--- src/rtl/spi_pf_pkg.sv ---
package spi_pf_pkg;
  typedef enum logic [1:0] {
    PORT_TX  = 2'd0,
    PORT_PRX = 2'd1,
    PORT_RX  = 2'd2,
    PORT_CSR = 2'd3
  } port_e;

  localparam int CSR_MODE_BIT = 0;
  localparam int CSR_CS_BIT   = 1;
  localparam int CSR_SEL_LSB  = 2;
  localparam int CSR_CLR_BIT  = 7;
endpackage

--- src/rtl/spi_pf_regs.sv ---
module spi_pf_regs
  import spi_pf_pkg::*;
#(
  parameter int DATA_W   = 8,
  parameter int SEL_W    = 3,
  parameter int MIN_HALF = 2,
  parameter int MAX_HALF = 8,
  parameter int HALF_W   = $clog2(MAX_HALF + 1)
) (
  input  logic              clk,
  input  logic              rst,
  input  logic              cpu_wr,
  input  logic              cpu_rd,
  input  logic [1:0]        cpu_addr,
  input  logic [DATA_W-1:0] cpu_wdata,
  input  logic              eng_busy,
  input  logic [DATA_W-1:0] rx_byte,
  output logic [DATA_W-1:0] cpu_rdata,
  output logic              start,
  output logic [DATA_W-1:0] start_data,
  output logic              mode3,
  output logic              cs_n,
  output logic              ovr,
  output logic [HALF_W-1:0] half
);
  localparam int SEL_CAP = MAX_HALF - MIN_HALF;

  port_e             port;
  logic              access;
  logic              csr_wr;
  logic              cs_act;
  logic [SEL_W-1:0]  sel_q;
  logic [DATA_W-1:0] status;
  logic              unused_wdata;

  assign port         = port_e'(cpu_addr);
  assign access       = (cpu_wr && port == PORT_TX) || (cpu_rd && port == PORT_PRX);
  assign csr_wr       = cpu_wr && port == PORT_CSR;
  assign start        = access && !eng_busy;
  assign start_data   = (cpu_wr && port == PORT_TX) ? cpu_wdata : '1;
  assign status       = DATA_W'({sel_q, cs_act, mode3, ovr, eng_busy});
  assign cs_n         = !cs_act;
  assign unused_wdata = ^cpu_wdata[CSR_CLR_BIT-1:CSR_SEL_LSB+SEL_W];

  always_comb begin
    if (int'(sel_q) > SEL_CAP) half = HALF_W'(MAX_HALF);
    else                       half = HALF_W'(MIN_HALF + int'(sel_q));
  end

  always_ff @(posedge clk) begin
    if (rst) begin
      mode3  <= 1'b0;
      cs_act <= 1'b0;
      sel_q  <= '0;
    end else if (csr_wr) begin
      mode3  <= cpu_wdata[CSR_MODE_BIT];
      cs_act <= cpu_wdata[CSR_CS_BIT];
      sel_q  <= cpu_wdata[CSR_SEL_LSB +: SEL_W];
    end
  end

  always_ff @(posedge clk) begin
    if (rst)                                    ovr <= 1'b0;
    else if (csr_wr && cpu_wdata[CSR_CLR_BIT])  ovr <= 1'b0;
    else if (access && eng_busy)                ovr <= 1'b1;
  end

  always_ff @(posedge clk) begin
    if (rst) begin
      cpu_rdata <= '0;
    end else if (cpu_rd) begin
      case (port)
        PORT_PRX, PORT_RX: cpu_rdata <= rx_byte;
        PORT_CSR:          cpu_rdata <= status;
        default:           cpu_rdata <= '0;
      endcase
    end
  end
endmodule

--- src/rtl/spi_pf_engine.sv ---
module spi_pf_engine #(
  parameter int DATA_W = 8,
  parameter int HALF_W = 4
) (
  input  logic              clk,
  input  logic              rst,
  input  logic              start,
  input  logic [DATA_W-1:0] start_data,
  input  logic              mode3,
  input  logic [HALF_W-1:0] half,
  input  logic              miso,
  output logic              busy,
  output logic              sclk,
  output logic              mosi,
  output logic [DATA_W-1:0] rx_byte
);
  localparam int PHASES  = 2 * DATA_W;
  localparam int PH_W    = $clog2(PHASES);
  localparam int LAST_PH = PHASES - 1;

  logic [PH_W-1:0]   ph;
  logic [HALF_W-1:0] cnt;
  logic [HALF_W-1:0] half_q;
  logic [DATA_W-1:0] tx_sh;
  logic [DATA_W-1:0] rx_sh;

  always_ff @(posedge clk) begin
    if (rst) begin
      busy    <= 1'b0;
      sclk    <= 1'b0;
      mosi    <= 1'b0;
      ph      <= '0;
      cnt     <= '0;
      half_q  <= '0;
      tx_sh   <= '0;
      rx_sh   <= '0;
      rx_byte <= '0;
    end else if (!busy) begin
      sclk <= mode3;
      if (start) begin
        busy   <= 1'b1;
        sclk   <= 1'b0;
        mosi   <= start_data[DATA_W-1];
        tx_sh  <= {start_data[DATA_W-2:0], 1'b0};
        ph     <= '0;
        cnt    <= '0;
        half_q <= half;
      end
    end else if (cnt + 1'b1 == half_q) begin
      cnt <= '0;
      if (ph == PH_W'(LAST_PH)) begin
        busy    <= 1'b0;
        sclk    <= mode3;
        rx_byte <= rx_sh;
      end else begin
        ph   <= ph + 1'b1;
        sclk <= ~sclk;
        if (!ph[0]) begin
          rx_sh <= {rx_sh[DATA_W-2:0], miso};
        end else begin
          mosi  <= tx_sh[DATA_W-1];
          tx_sh <= {tx_sh[DATA_W-2:0], 1'b0};
        end
      end
    end else begin
      cnt <= cnt + 1'b1;
    end
  end
endmodule

--- src/rtl/spi_prefetch_port.sv ---
module spi_prefetch_port #(
  parameter int DATA_W   = 8,
  parameter int SEL_W    = 3,
  parameter int MIN_HALF = 2,
  parameter int MAX_HALF = 8
) (
  input  logic              clk,
  input  logic              rst,
  input  logic              cpu_wr,
  input  logic              cpu_rd,
  input  logic [1:0]        cpu_addr,
  input  logic [DATA_W-1:0] cpu_wdata,
  output logic [DATA_W-1:0] cpu_rdata,
  output logic              busy,
  output logic              spi_cs_n,
  output logic              spi_sclk,
  output logic              spi_mosi,
  input  logic              spi_miso
);
  localparam int HALF_W = $clog2(MAX_HALF + 1);

  logic              start;
  logic [DATA_W-1:0] start_data;
  logic              mode3;
  logic              ovr;
  logic [HALF_W-1:0] half;
  logic [DATA_W-1:0] rx_byte;

  spi_pf_regs #(
    .DATA_W(DATA_W), .SEL_W(SEL_W), .MIN_HALF(MIN_HALF),
    .MAX_HALF(MAX_HALF), .HALF_W(HALF_W)
  ) u_regs (
    .clk(clk), .rst(rst), .cpu_wr(cpu_wr), .cpu_rd(cpu_rd),
    .cpu_addr(cpu_addr), .cpu_wdata(cpu_wdata), .eng_busy(busy),
    .rx_byte(rx_byte), .cpu_rdata(cpu_rdata), .start(start),
    .start_data(start_data), .mode3(mode3), .cs_n(spi_cs_n),
    .ovr(ovr), .half(half)
  );

  spi_pf_engine #(.DATA_W(DATA_W), .HALF_W(HALF_W)) u_engine (
    .clk(clk), .rst(rst), .start(start), .start_data(start_data),
    .mode3(mode3), .half(half), .miso(spi_miso), .busy(busy),
    .sclk(spi_sclk), .mosi(spi_mosi), .rx_byte(rx_byte)
  );
endmodule

--- config.mk ---
export PLATFORM = sky130hd
export DESIGN_NAME = spi_prefetch_port
export DESIGN_NICKNAME = d
export VERILOG_FILES = /design/src/rtl/spi_pf_pkg.sv /design/src/rtl/spi_pf_regs.sv /design/src/rtl/spi_pf_engine.sv /design/src/rtl/spi_prefetch_port.sv
export SDC_FILE = /design/constraint.sdc
export NUM_CORES = 1
export LEC_CHECK = 0
export ABC_AREA = 1
export CAP_MARGIN = 10
export CORE_AREA = 2 2 93 95
export DETAILED_ROUTE_END_ITERATION = 8
export DIE_AREA = 0 0 95 97
export PLACE_DENSITY = 0.55
export SLEW_MARGIN = 20
export SYNTH_ARGS = -nofsm -noshare
export SYNTH_HDL_FRONTEND = slang
export SYNTH_SLANG_ARGS = --single-unit
--- constraint.sdc ---
create_clock -name clk -period 3.3 [get_ports clk]
set_input_delay 0.33 -clock clk [delete_from_list [all_inputs] [get_ports clk]]
set_output_delay 0.33 -clock clk [all_outputs]
set_load 0.01 [all_outputs]
==> metrics.txt <==
die area 9220 um2; warnings from Yosys 0; DP HPWL 4.28 mm; die width 95 um; worst hold start u_regs.cpu_rdata[3]; Reg2Reg Setup Slack 0.75 ns; GR Overflow Total 0; largest net degree at the start of global routing 32; area delta synth->final 17.4%; vias per inst 4.67; Placeable Area 8130 um2; register area share after synthesis 43.2%; Min-Delay Endpoint u_regs.cpu_rdata[3]; Cell Pwr Density 428 nW/um2; Non-Filler Instances 455; critical path launch point type register; r2r endpoint u_engine.mosi; fin. max-slew vios 0; layout cells sized above 1 8.57%; # H-tree levels 2; CTS tree built; hold depth 2; Req. time, crit path 3.49 ns; post-CTS setup buffers 0; Num Clock Sinks 52; Top delay family on crit path simple AND/OR/NAND/NOR gates; number of DRC markers in iteration 0 83; worst setup path start u_engine.busy; drt drc 0; PnR worst setup slack 0.750 ns; Yosys top cell by area dfxtp_1; Fillers 876; period utilization 77.3%; final hold violation count 0; routability cong. 0.797; Gate Count Post-Synth 325; global-route wire length before repair 9.87 mm; commonest non-fill, non-tap cells in the layout nand2_1 (69), dfxtp_1 (52), nor2_1 (42); syn avg cell area 7.42 um2; status complete, no violations; commonest non-fill, non-tap cell in the layout nand2_1; Root Buffer clkbuf_8; clk slew on worst S/H paths 0.10 ns; Crit-path slowest cell dfxtp_1; nets 370; # diodes 0; utilization after layout 34.8%; FF+latch area 1040 um2; GR Util All Layers 13.4%; # port buffers 26; minimum clock period 2.55 ns; Synth Register Bits 52; max incr delay on CP 0.68 ns; leakage power 1.12 nW; Achievable Freq 0.392 GHz; critical path class register to register; Worst Reg-to-Reg Cells 7; Buffers & Inverters on Critical Path 1; CP Capture Type register; number of antenna violations at the first check in global routing 0; Rows 33; clock buffer depth 2; vias in the first global route 2,063; Hold-fix buffers, CTS 0; Synth Cell Area 2410 um2; I/O pin count 27; Slew @ Worst Pin 0.856 ns; chip height 97 um; WL per Instance 12.7 um; worst rel slew slack 42.7%; CTS resizes 0; number of nets with antenna violations after routing 0; Area contributors post-synth dfxtp_1 (43%), nand2_1 (11%), a21oi_1 (7.9%); CP max FO 15; Synth Net Count 346; TritonCTS Buffers 5; final setup violation count 0; critical-path cell list inv_1 > nand2_2 > nand2_2 > nor2_1 > nand2_1 > nand2_1 > a21oi_2; Inst Count DP 447; Worst-Skew Late Latency 0.31 ns; Max-Cap Viols 0; unrepaired setup endpoints after global routing false; share of the synthesized area in the top cell type 43.2%; Setup WS pre-CTS 0.664 ns; Worst Path Arrival 2.74 ns; launch point of the worst reg-to-reg path u_engine.busy; Setup TNS 0 ns; final wirelength 5.79 mm; Multi-input gate area 1190 um2; DR pass1 iterations 4; VDD IR max 0.249 mV; number of unique standard cell types used by synthesis 33; Initial Utilization 29.7%; Via Count 2,125; Hold Path Class register to register; Max Clock Skew 0.00764 ns
## cells in the mapped netlist (all sizes together)
master,n
o22a,1
clkbuf,5
a31oi,1
buf,5
xor2,2
a211oi,2
o211ai,1
o31ai,1
nand3,14
o22ai,4
o21ai,32
dfxtp,52
ha,6
nand2,75
a21oi,40
inv,31
nand4,6
nor2,47
## cell families after synthesis
group | share of synthesized area, %
compound gates | 18.5
xor+xnor | 0.726
fa+ha+maj | 3.11
buf+inv | 7.57
flops | 43.2
simple gates | 27.0
## state kept, by name, indices dropped and copies added, names as in the netlist
register,count
u_engine.rx_byte,8
u_engine.rx_sh,8
u_regs.cpu_rdata,8
u_engine.tx_sh,7
u_engine.cnt,4
u_engine.half_q,4
u_engine.ph,4
u_regs.sel_q,3
u_engine.busy,1
u_engine.mosi,1
u_engine.sclk,1
u_regs.cs_act,1
u_regs.mode3,1
u_regs.ovr,1
## worst min-delay path: cells and delay by family, from the launching register on
family,cells,cell delay [ns]
AO/OA/AOI/OAI,1,0.06
AND/OR/NAND/NOR,1,0.06
flip-flops,1,0.32
## metrics by stage
stage | total power, mW | hold WS, ns | area [um2]
2_1_floorplan | 0.811 | 0.408 | 2410
3_3_place_gp | 0.868 | 0.463 | 2750
3_5_place_dp | 0.870 | 0.463 | 2750
4_1_cts | 1.23 | 0.479 | 2830
5_1_grt | 1.27 | 0.496 | 2830
6_report | 1.21 | 0.474 | 2830
## report_power, final
| group | total [mW] | internal, mW | switching [mW] |
|---|---|---|---|
| Combinational | 0.178 | 0.0694 | 0.109 |
| Clock | 0.358 | 0.148 | 0.210 |
| Sequential | 0.676 | 0.654 | 0.0221 |
| Total | 1.21 | 0.871 | 0.341 |
## worst max-delay path by stage
stage | to | slack (ns) | cells after the start
final | u_engine.mosi | 0.75 | 7
after detailed placement | u_engine.tx_sh[5] | 0.66 | 12
after CTS | u_engine.tx_sh[5] | 0.74 | 7
after global routing | u_engine.mosi | 0.51 | 7
after global placement | u_engine.tx_sh[5] | 0.76 | 12
after floorplan | u_engine.rx_byte[0] | 1.65 | 9
## layer usage
metal	wire length (um)	up-vias	part of all wire (%)	GRT usage, %
met1	2730	965	47	17.8
met2	2740	41	47	21.7
met4	51	0	0.88	4.01
met5	0	-	0	0
li1	-	1115	-	-
met3	273	4	4.7	3.04
## layout make-up
class / count / area share [%]
Sequential cell: 52 / 36.7
Clock inverter: 3 / 0.663
Clock buffer: 5 / 2.43
Multi-Input combinational cell: 232 / 42.0
Timing Repair Buffer: 27 / 9.45
Tap cell: 105 / 4.64
Inverter: 31 / 4.11
Power figures use the tool's default switching activity.
